## src/rtl/bytefifo_pkg.sv

```systemverilog
`timescale 1ns/1ps
package bytefifo_pkg;

  typedef logic [7:0] byte_t;

  typedef enum logic [1:0] {
    SZ_ONE  = 2'd0,
    SZ_TWO  = 2'd1,
    SZ_FOUR = 2'd2,
    SZ_ALT4 = 2'd3
  } acc_size_e;

  // Bytes moved by one host access, capped at the port's lane count.
  function automatic int unsigned access_bytes(input logic [1:0] sz, input int unsigned lanes);
    int unsigned w;
    w = 32'd1 << sz;
    return (w > lanes) ? lanes : w;
  endfunction

  function automatic int unsigned min_u(input int unsigned a, input int unsigned b);
    return (a < b) ? a : b;
  endfunction

endpackage

```

## src/rtl/bf_ring.sv

```systemverilog
`timescale 1ns/1ps
module bf_ring #(
  parameter int DEPTH = 32,
  parameter int IN_L  = 4,
  parameter int OUT_L = 1,
  localparam int PTR_W  = $clog2(DEPTH),
  localparam int CNT_W  = $clog2(DEPTH + 1),
  localparam int IN_NB  = $clog2(IN_L + 1),
  localparam int OUT_NB = $clog2(OUT_L + 1)
) (
  input  logic                       clk,
  input  logic                       rst,
  input  logic [IN_NB-1:0]           push_n,
  input  logic [IN_L-1:0][7:0]       push_data,
  input  logic [OUT_NB-1:0]          pop_n,
  output logic [OUT_L-1:0][7:0]      peek,
  output logic [CNT_W-1:0]           count
);
  import bytefifo_pkg::*;

  byte_t            mem [DEPTH];
  logic [PTR_W-1:0] wr_ptr;
  logic [PTR_W-1:0] rd_ptr;

  // Storage: up to IN_L consecutive slots written per cycle (caller limits to free space)
  always_ff @(posedge clk) begin
    for (int i = 0; i < IN_L; i++) begin
      if (IN_NB'(i) < push_n) begin
        mem[wr_ptr + PTR_W'(i)] <= push_data[i];
      end
    end
  end

  always_ff @(posedge clk) begin
    if (rst) begin
      wr_ptr <= '0;
      rd_ptr <= '0;
      count  <= '0;
    end else begin
      wr_ptr <= wr_ptr + PTR_W'(push_n);
      rd_ptr <= rd_ptr + PTR_W'(pop_n);
      count  <= count + CNT_W'(push_n) - CNT_W'(pop_n);
    end
  end

  // Head window: OUT_L oldest bytes, oldest in lane 0
  for (genvar g = 0; g < OUT_L; g++) begin : g_peek
    assign peek[g] = mem[rd_ptr + PTR_W'(g)];
  end

endmodule

```

## src/rtl/bf_lanes.sv

```systemverilog
`timescale 1ns/1ps
module bf_lanes #(
  parameter int LANES = 4,
  localparam int NB_W = $clog2(LANES + 1)
) (
  input  logic [NB_W-1:0]       n_bytes,
  input  logic [LANES-1:0][7:0] wdata,
  input  logic [NB_W-1:0]       rd_n,
  input  logic [LANES-1:0][7:0] rd_bytes,
  output logic [LANES-1:0][7:0] push_bytes,
  output logic [LANES-1:0][7:0] rdata
);

  // Byte i of the queue order maps to lane n_bytes-1-i on the host side.
  always_comb begin
    push_bytes = '0;
    rdata      = '0;
    for (int i = 0; i < LANES; i++) begin
      logic [NB_W-1:0] lane;
      lane = n_bytes - NB_W'(i) - NB_W'(1);
      if (NB_W'(i) < n_bytes) begin
        push_bytes[i] = wdata[lane];
        if (NB_W'(i) < rd_n) begin
          rdata[lane] = rd_bytes[i];
        end
      end
    end
  end

endmodule

```

## src/rtl/bf_xfer.sv

```systemverilog
`timescale 1ns/1ps
module bf_xfer #(
  parameter int LEN_W = 16
) (
  input  logic             clk,
  input  logic             rst,
  input  logic             start,
  input  logic [LEN_W-1:0] start_len,
  input  logic             start_wr,
  input  logic             beat,
  input  logic             release_req,
  input  logic             tx_empty,
  input  logic             tx_full,
  output logic             active,
  output logic             wr_dir,
  output logic [LEN_W-1:0] left,
  output logic             released,
  output logic             data_done,
  output logic             prog_done
);

  logic finish;
  assign finish = active && (left == '0);

  always_ff @(posedge clk) begin
    if (rst) begin
      active    <= 1'b0;
      wr_dir    <= 1'b0;
      left      <= '0;
      data_done <= 1'b0;
      prog_done <= 1'b0;
    end else if (start) begin
      active    <= 1'b1;
      wr_dir    <= start_wr;
      left      <= start_len;
      data_done <= 1'b0;
      prog_done <= 1'b0;
    end else begin
      if (finish) begin
        active    <= 1'b0;
        data_done <= 1'b1;
        if (wr_dir) prog_done <= 1'b1;
      end
      if (beat && (left != '0)) left <= left - LEN_W'(1);
    end
  end

  // Drain permit: granted by host release or a full queue, withdrawn once empty
  always_ff @(posedge clk) begin
    if (rst) released <= 1'b0;
    else if (release_req || tx_full) released <= 1'b1;
    else if (tx_empty) released <= 1'b0;
  end

endmodule

```

## src/rtl/bytefifo_pack.sv

```systemverilog
`timescale 1ns/1ps
module bytefifo_pack
  import bytefifo_pkg::*;
#(
  parameter int DEPTH  = 32,
  parameter int HOST_W = 32,
  parameter int LEN_W  = 16
) (
  input  logic              clk,
  input  logic              rst,
  input  logic              xfer_start,
  input  logic [LEN_W-1:0]  xfer_len,
  input  logic              xfer_wr,
  input  logic              part_release,
  input  logic              host_wr,
  input  logic              host_rd,
  input  logic [1:0]        host_size,
  input  logic [HOST_W-1:0] host_wdata,
  output logic [HOST_W-1:0] host_rdata,
  output logic              card_tx_valid,
  input  logic              card_tx_ready,
  output logic [7:0]        card_tx_data,
  input  logic              card_rx_valid,
  output logic              card_rx_ready,
  input  logic [7:0]        card_rx_data,
  output logic              rx_req,
  output logic              tx_req,
  output logic              data_done,
  output logic              prog_done
);
  localparam int LANES = HOST_W / 8;
  localparam int CNT_W = $clog2(DEPTH + 1);
  localparam int NB_W  = $clog2(LANES + 1);

  logic [NB_W-1:0]        n_req;
  logic [NB_W-1:0]        tx_push_n;
  logic [NB_W-1:0]        rx_pop_n;
  logic [CNT_W-1:0]       tx_cnt;
  logic [CNT_W-1:0]       rx_cnt;
  logic [LANES-1:0][7:0]  tx_push_bytes;
  logic [LANES-1:0][7:0]  rx_peek;
  logic [LANES-1:0][7:0]  rdata_next;
  logic [0:0][7:0]        tx_peek;
  logic [0:0][7:0]        rx_in;
  logic                   tx_fire;
  logic                   rx_fire;
  logic                   x_active;
  logic                   x_wr;
  logic [LEN_W-1:0]       x_left;
  logic                   x_rel;
  logic                   tx_full;
  logic                   tx_drain_ok;

  // Access sizing against queue occupancy before the edge
  always_comb begin
    n_req     = NB_W'(access_bytes(host_size, LANES));
    tx_push_n = host_wr ? NB_W'(min_u(32'(n_req), DEPTH - 32'(tx_cnt))) : '0;
    rx_pop_n  = host_rd ? NB_W'(min_u(32'(n_req), 32'(rx_cnt))) : '0;
  end

  bf_lanes #(.LANES(LANES)) u_lanes (
    .n_bytes   (n_req),
    .wdata     (host_wdata),
    .rd_n      (rx_pop_n),
    .rd_bytes  (rx_peek),
    .push_bytes(tx_push_bytes),
    .rdata     (rdata_next)
  );

  assign tx_full     = (tx_cnt == CNT_W'(DEPTH));
  assign tx_drain_ok = tx_full || (32'(tx_cnt) >= 32'(x_left)) || x_rel;

  assign card_tx_valid = x_active && x_wr && (x_left != '0) && (tx_cnt != '0) && tx_drain_ok;
  assign card_tx_data  = tx_peek[0];
  assign card_rx_ready = x_active && !x_wr && (x_left != '0) && (rx_cnt != CNT_W'(DEPTH));
  assign tx_fire       = card_tx_valid && card_tx_ready;
  assign rx_fire       = card_rx_ready && card_rx_valid;
  assign rx_in[0]      = card_rx_data;

  bf_ring #(.DEPTH(DEPTH), .IN_L(LANES), .OUT_L(1)) u_txq (
    .clk      (clk),
    .rst      (rst),
    .push_n   (tx_push_n),
    .push_data(tx_push_bytes),
    .pop_n    (tx_fire),
    .peek     (tx_peek),
    .count    (tx_cnt)
  );

  bf_ring #(.DEPTH(DEPTH), .IN_L(1), .OUT_L(LANES)) u_rxq (
    .clk      (clk),
    .rst      (rst),
    .push_n   (rx_fire),
    .push_data(rx_in),
    .pop_n    (rx_pop_n),
    .peek     (rx_peek),
    .count    (rx_cnt)
  );

  bf_xfer #(.LEN_W(LEN_W)) u_xfer (
    .clk        (clk),
    .rst        (rst),
    .start      (xfer_start),
    .start_len  (xfer_len),
    .start_wr   (xfer_wr),
    .beat       (tx_fire || rx_fire),
    .release_req(part_release),
    .tx_empty   (tx_cnt == '0),
    .tx_full    (tx_full),
    .active     (x_active),
    .wr_dir     (x_wr),
    .left       (x_left),
    .released   (x_rel),
    .data_done  (data_done),
    .prog_done  (prog_done)
  );

  // Registered host data and service requests
  always_ff @(posedge clk) begin
    if (rst) begin
      host_rdata <= '0;
      rx_req     <= 1'b0;
      tx_req     <= 1'b0;
    end else begin
      if (host_rd) host_rdata <= rdata_next;
      rx_req <= !host_rd && (rx_cnt != '0);
      tx_req <= !host_wr && x_active && x_wr && (x_left != '0) && !tx_full;
    end
  end

endmodule

```

## config.mk

```make
export PLATFORM = sky130hd
export DESIGN_NAME = bytefifo_pack
export DESIGN_NICKNAME = d
export VERILOG_FILES = /design/src/rtl/bytefifo_pkg.sv /design/src/rtl/bf_ring.sv /design/src/rtl/bf_lanes.sv /design/src/rtl/bf_xfer.sv /design/src/rtl/bytefifo_pack.sv
export SDC_FILE = /design/constraint.sdc
export NUM_CORES = 2
export LEC_CHECK = 0
export ABC_AREA = 1
export BUFFER_PORTS_ARGS = -buffer_cell sky130_fd_sc_hd__buf_2
export CAP_MARGIN = 25
export CORE_MARGIN = 2
export CORE_UTILIZATION = 35
export DETAILED_ROUTE_END_ITERATION = 16
export SYNTH_ARGS = -nofsm -noshare
export SYNTH_HDL_FRONTEND = slang
export SYNTH_SLANG_ARGS = --single-unit
```

## constraint.sdc

```tcl
create_clock -name clk -period 4.2 [get_ports clk]
set_input_delay 0.42 -clock clk [delete_from_list [all_inputs] [get_ports clk]]
set_output_delay 0.42 -clock clk [all_outputs]
set_load 0.01 [all_outputs]
```

# [Yosys cells after proc, flatten, opt, wreduce, memory -nomap -nowiden]
# Memories as Yosys holds them, arrays and structs flattened. A register that Yosys moved wholly into a read port is not among the register bits.
# Cells that the tools add are included.
[word_totals] ram_bits=512 word_cells=160 ff_bits=87 memories=2 in_bits=67
[mem_list] memory="u_rxq.mem" depth=32 width=8 read_ports=4 rd_ports_with_merged_regs=1 wr=1 line_no="bf_ring.sv:21" text="byte_t mem [DEPTH];"
[mem_list] memory="u_txq.mem" depth=32 width=8 read_ports=1 rd_ports_with_merged_regs=1 wr=4 line_no="bf_ring.sv:21"
[classes] muxes=54 n_shift=1 bitwise=1 eq_ne=2 reduce_logical=38 magnitude_cmp=25 n_addsub=22
[op_table] cell="two-way mux 32 bit" n=8
[op_table] cell="bitwise mux 32 bit" n=3
[op_table] cell="two-way mux 8 bit" n=12
[op_table] cell="binary-select mux 8 bit (select 2 bit)" n=4
[op_table] cell="demux 8 bit (select 2 bit)" n=4
[op_table] cell="AND 32 bit" n=1
[op_table] cell="greater-than comparator 32 x 3 -> 1 bit (second input constant)" n=1
[op_table] cell="< comparator 3 x 32 -> 1 bit" n=1
[op_table] cell="two-way mux 16 bit" n=2
[op_table] cell="<< shifter 1 x 2 -> 32 bit (first input constant)" n=1
[op_table] cell="adder 5 x 2 -> 5 bit (second input constant)" n=4
[op_table] cell="logical AND 1 bit" n=20
[op_table] cell="< comparator 1 x 3 -> 1 bit (first input constant)" n=6
[op_table] cell="< comparator 2 x 3 -> 1 bit (first input constant)" n=6
[op_table] cell=">= comparator 6 x 16 -> 1 bit" n=1
[op_table] cell="logical NOT 16 bit" n=1
[op_table] cell="nonzero test 16 bit" n=1
[op_table] cell="subtractor 16 x 1 -> 16 bit (second input constant)" n=1
[op_table] cell="two-way mux 3 bit" n=5
[op_table] cell="two-way mux 1 bit" n=14
[op_table] cell=">= comparator 3 x 1 -> 1 bit (second input constant)" n=4
[op_table] cell="< comparator 3 bit (second input constant)" n=4
[op_table] cell="nonzero test 6 bit" n=2
[op_table] cell="subtractor 3 x 1 -> 3 bit (second input constant)" n=4
[op_table] cell="other kinds (20)" n=33

# [Depth between registers and ports, before layout]
[depth] depth_word=20 depth_mapped=28 ltp_nobuf=26

# [Cells and area by module]
# Synthesis repeated with hierarchy kept, for this count alone.
[hier_totals] cells_unflattened=6538 hier_area_um2=44292.5
[by_module_without_submodules] module="bf_ring at u_txq" n_inst=1 area_per_inst_um2=21653.3 cells_per_inst=3238 seq_area_each_um2=8007.7
[by_module_without_submodules] module="bf_ring at u_rxq" n_inst=1 area_per_inst_um2=16804.9 cells_per_inst=2214 seq_area_each_um2=8007.7
[by_module_without_submodules] module="bf_lanes" n_inst=1 area_per_inst_um2=2655.0 cells_per_inst=593 seq_area_each_um2=0.0
[by_module_without_submodules] module="bytefifo_pack" n_inst=1 area_per_inst_um2=1866.8 cells_per_inst=294 seq_area_each_um2=680.7
[by_module_without_submodules] module="bf_xfer" n_inst=1 area_per_inst_um2=1312.5 cells_per_inst=199 seq_area_each_um2=420.4

# [Worst setup path before layout]
# Ideal clock, no wire load.
[synth_path] path_type="input -> register" startpoint="input port host_size[1]" endpoint="register u_txq.count[5]" t_arrival_ns=3.555 n_path_buf=3 setup_ns=0.070 t_required_ns=4.130 path_slack_ns=0.576 path_stages=28 path_cell_list="buf_6 inv_2 nand2_1 clkbuf_1 inv_1 ha_1 o21ai_1 nand2_1 nand2_1 nand2_2 nand2_2 nand2_1 nand3_4 buf_6 ha_1 inv_1 ha_1 a21oi_1 inv_1 a31oi_1 inv_1 nand2_1 inv_1 nor2_1 nor2_1 nor2_1 o21ai_0 a21oi_1"
[synth_via] elab_chain_len=8
[synth_lines] item="start, declared" line_no="bytefifo_pack.sv:17" text="input logic [1:0] host_size,"
[synth_lines] item="<< shifter 1 x 2 -> 32 bit (*)" line_no="bytefifo_pkg.sv:16" text="w = 32'd1 << sz;"
[synth_lines] item="greater-than comparator 32 x 3 -> 1 bit" line_no="bytefifo_pkg.sv:17" text="return (w > lanes) ? lanes : w;"
[synth_lines] item="two-way mux 3 bit (*)" line_no="bytefifo_pkg.sv:17"
[synth_lines] item="< comparator 3 x 32 -> 1 bit" line_no="bytefifo_pkg.sv:21" text="return (a < b) ? a : b;"
[synth_lines] item="two-way mux 3 bit (*)" line_no="bytefifo_pkg.sv:21"
[synth_lines] item="two-way mux 3 bit (*)" line_no="bytefifo_pack.sv:57" text="tx_push_n = host_wr ? NB_W'(min_u(32'(n_req), DEPTH - 32'(tx_cnt))) : '0;"
[synth_lines] item="adder 6 x 3 -> 6 bit (*)" line_no="bf_ring.sv:42" text="count <= count + CNT_W'(push_n) - CNT_W'(pop_n);"
[synth_lines] item="subtractor 6 x 1 -> 6 bit (*)" line_no="bf_ring.sv:42"
[synth_lines] item="end signal, assigned" line_no="bf_ring.sv:42"
[synth_lines] item="end, declared" line_no="bf_ring.sv:17" text="output logic [CNT_W-1:0] count"
# Every way passes the cells marked *; elsewhere a longest branch is shown, timed or not.
# A chain may end at the register's enable or synchronous reset.

==> results.md <==
- Outcome: completed
- Die area: 123,000 sq um
- CP Cell Sequence: buf_12 -> o21ai_0 -> o221ai_1 -> nand3_1 -> nand4_1 -> o21ai_0 -> inv_1 -> buf_2
- RSZ-0062 raised after global routing: no
- Initial Util: 0.352
- Asr flop ratio synth: 0
- Clock Latency Late Sink: 0.67 ns
- Commonest cells after routing, fill and taps aside: 1,401 x nand2_1, 1,003 x nor2_1, 711 x nand3_1, 677 x o21ai_0, 512 x edfxtp_1
- PostCTS Resize Cnt: 0
- Seq cells post-synth: 599
- Ant. Diodes: 0
- XOR/XNOR Fraction of Synth Area: 0.00392
- Distinct cells, synth: 57
- Post-synthesis adder-cell area fraction: 0.0182
- Hold Path Class: in2reg
- Pre-CTS worst setup slack: 0.320 ns
- Vias after detailed routing: 45,100
- Vias in the first global route: 40,100
- Gr ovfl total: 0
- Dpl hpwl: 132,000 microns
- Hold WS: 0.0861 ns
- # IOs: 113
- Design Power: 0.0308 W
- Worst Clk Skew: 0.0342 ns
- Hold Violations, Final: 0
- Post-synth EDFFs: 512
- CP Max Fanout: 129
- Largest family of logic cells by synthesized area: simple AND/OR/NAND/NOR gates
- Syn. warnings: 0
- Cts bufs inserted: 75
- Most common cell after layout, fill and taps aside: nand2_1
- Total global routing track utilization: 0.301
- Ys flop type: edfxtp_1
- Antenna Nets Post-Route: 0
- Via density: 5.83
- CTS root buf: clkbuf_16
- Nets: 6,192
- Synthesized area: 42,200 sq um
- Core ar.: 120,000 sq um
- Post-Synth Simple-Gate Area: 0.337
- Gpl congestion: 1.04
- Synth Area in Compound Gates: 0.160
- DRC Markers: 0
- CP Capture Type: output port
- Pwr dens: 648 nW/um^2
- CP Data Required Time: 3.78 ns
- CP Data Arrival Time: 3.57 ns
- CTS tree: done
- Initial DRC count: 6,743
- Crit path max-delay family: compound AO/OA/AOI/OAI gates
- Setup ws final: 0.214 ns
- Wire length of the first global-routing pass: 274,000 microns
- Post-CTS setup buffer count: 0
- Maximum ir drop on the vdd rail: 0.799 mV
- Wire per inst: 24.7 microns
- Max stage delay on crit path: 0.56 ns
- Rows: 127
- Syn Area/Cell: 6.97 sq um
- Buf/Inv on CP: 3
- Reg power frac: 0.242
- Max frequency: 251 MHz
- H-tree levels: 3
- CTS max path bufs: 3
- Clock network fraction of total power: 0.219
- Max stage delay cell, worst path: o221ai_1
- Layout cells sized above 1: 0.109
- Die Ht: 351 microns
- Fillers: 12,400
- Clk sink count: 599
- Crit share post-route: 0.949
- Max-slew violation count: 0
- Synthesized instance count: 6,054
- P_int: 0.0154 W
- Final setup violation count: 0
- WS Path Type: reg2out
- Max_slew headroom: 0.239
- Largest net degree at the start of global routing: 130
- DIE WIDTH: 351 microns
- Slew @ Worst Pin: 1.14 ns
- CP most frequent cell: o21ai_0
- Post-Route Setup TNS: 0 ns
- Sw Ratio: 0.500
- Comb power frac: 0.539
- P_sw: 0.0154 W
- Synthesized Nets: 6,180
- Routed wire length: 191,000 microns
- Reg clk slew, reported paths: 0.06 ns
- Drt pass-1 iters: 6
- Post-layout minimum cycle time: 3.99 ns
- Initial antenna violation count: 5
- CP Launch Type: flip-flop
- I/O Buffers: 112
- Leakage power: 20.0 nW
- Final Core Density: 0.398
- Post-synthesis sequential area ratio: 0.406
- Mux contribution to synthesized area: 0.00142
- Area delta synth->final: 12.8%
- Max Cap Viol: 0
cells in the mapped netlist, types with 19 or more instances:
master,n,share of area
inv_2,26,0.0023
clkbuf_1,281,0.025
o221ai_1,24,0.0050
o211ai_1,75,0.013
buf_2,75,0.0089
nand4_1,54,0.0080
nand3_1,711,0.084
inv_1,308,0.027
ha_1,55,0.016
a21oi_1,286,0.034
nand2_1,1401,0.12
buf_4,19,0.0034
o21ai_1,97,0.012
nor2_1,1003,0.089
buf_1,28,0.0025
o22ai_1,48,0.0071
o21ai_0,678,0.080
or2_2,87,0.013
edfxtp_1,512,0.36
a31oi_1,37,0.0055
dfxtp_1,87,0.041
sequential cells by signal (all words and copies together) (netlist names), 5 cells and up:
name and cells:
u_txq.mem 256, u_rxq.count 6, u_txq.rd_ptr 5, u_rxq.wr_ptr 5, u_rxq.rd_ptr 5, u_txq.count 6, host_rdata 32, u_xfer.left 16
u_rxq.mem 256, u_txq.wr_ptr 5
metrics by stage:
stage          instances  area, sq um
5_1_grt             7735        47600
2_1_floorplan       6054        42200
3_5_place_dp        7600        45100
4_1_cts             7735        47600
6_report            7735        47600
3_3_place_gp        7598        45100
power groups by stage:
stage / Clock [W] / Combinational, W / Sequential, W
after floorplan: 0 / 0.00978 / 0.00744
after global placement: 0 / 0.0159 / 0.00757
after detailed placement: 0 / 0.0160 / 0.00757
after CTS: 0.00681 / 0.0160 / 0.00746
after global routing: 0.00703 / 0.0176 / 0.00750
final: 0.00676 / 0.0166 / 0.00747
final timing paths:
path                                       from               end  slack (ns)  depth (start not counted)
worst max-delay path            u_txq.rd_ptr[0]   card_tx_data[6]        0.21                          8
worst min-delay path               xfer_len[12]   u_xfer.left[12]        0.09                          5
worst max register to register   u_txq.count[0]  u_txq.mem[13][1]        0.27                         12
worst min register to register    host_rdata[2]     host_rdata[2]        0.45                          2
routing by layer:
metal,wire (microns),global-route usage,vias to the layer above
met5,23,0,-
li1,-,-,20500
met3,24500,0.0784,441
met1,80200,0.430,21200
met4,7770,0.111,4
met2,78300,0.434,2906
worst register-to-register path: stages (launching register included):
cell     delay, ns
dfxtp_1       0.31
inv_1         0.20
ha_1          0.26
xor2_1        0.22
ha_1          0.26
nand2_1       0.09
nand2_2       0.07
nand3_1       0.12
nand3_4       0.32
nand2_8       0.42
buf_12        0.32
nand3_1       0.44
nand4_1       0.53
kinds of logic after synthesis:
| logic type | count (synthesis) |
|---|---|
| buffers and inverters | 759 |
| multiplexers | 6 |
| flip-flops | 599 |
| AND/OR/NAND/NOR | 3349 |
| adder cells (fa/ha/maj) | 59 |
| AO/OA/AOI/OAI | 1264 |
| XOR/XNOR | 18 |
area by class of cell:
type / count / area [sq um] / share of cell area
timing repair buffer: 349 / 2590 / 0.0544
clock inverter: 46 / 517 / 0.0109
sequential: 599 / 17100 / 0.360
clock buffer: 88 / 1960 / 0.0411
tap: 1612 / 2020 / 0.0424
multi-input combinational: 4696 / 22100 / 0.464
inverter: 345 / 1310 / 0.0275
what timing repair did:
item / CTS / global route
hold endpoints to repair: 1 / 0
hold buffers: 1 / 0
setup endpoints to repair: 0 / 8
(Power assumes the default switching activity.)
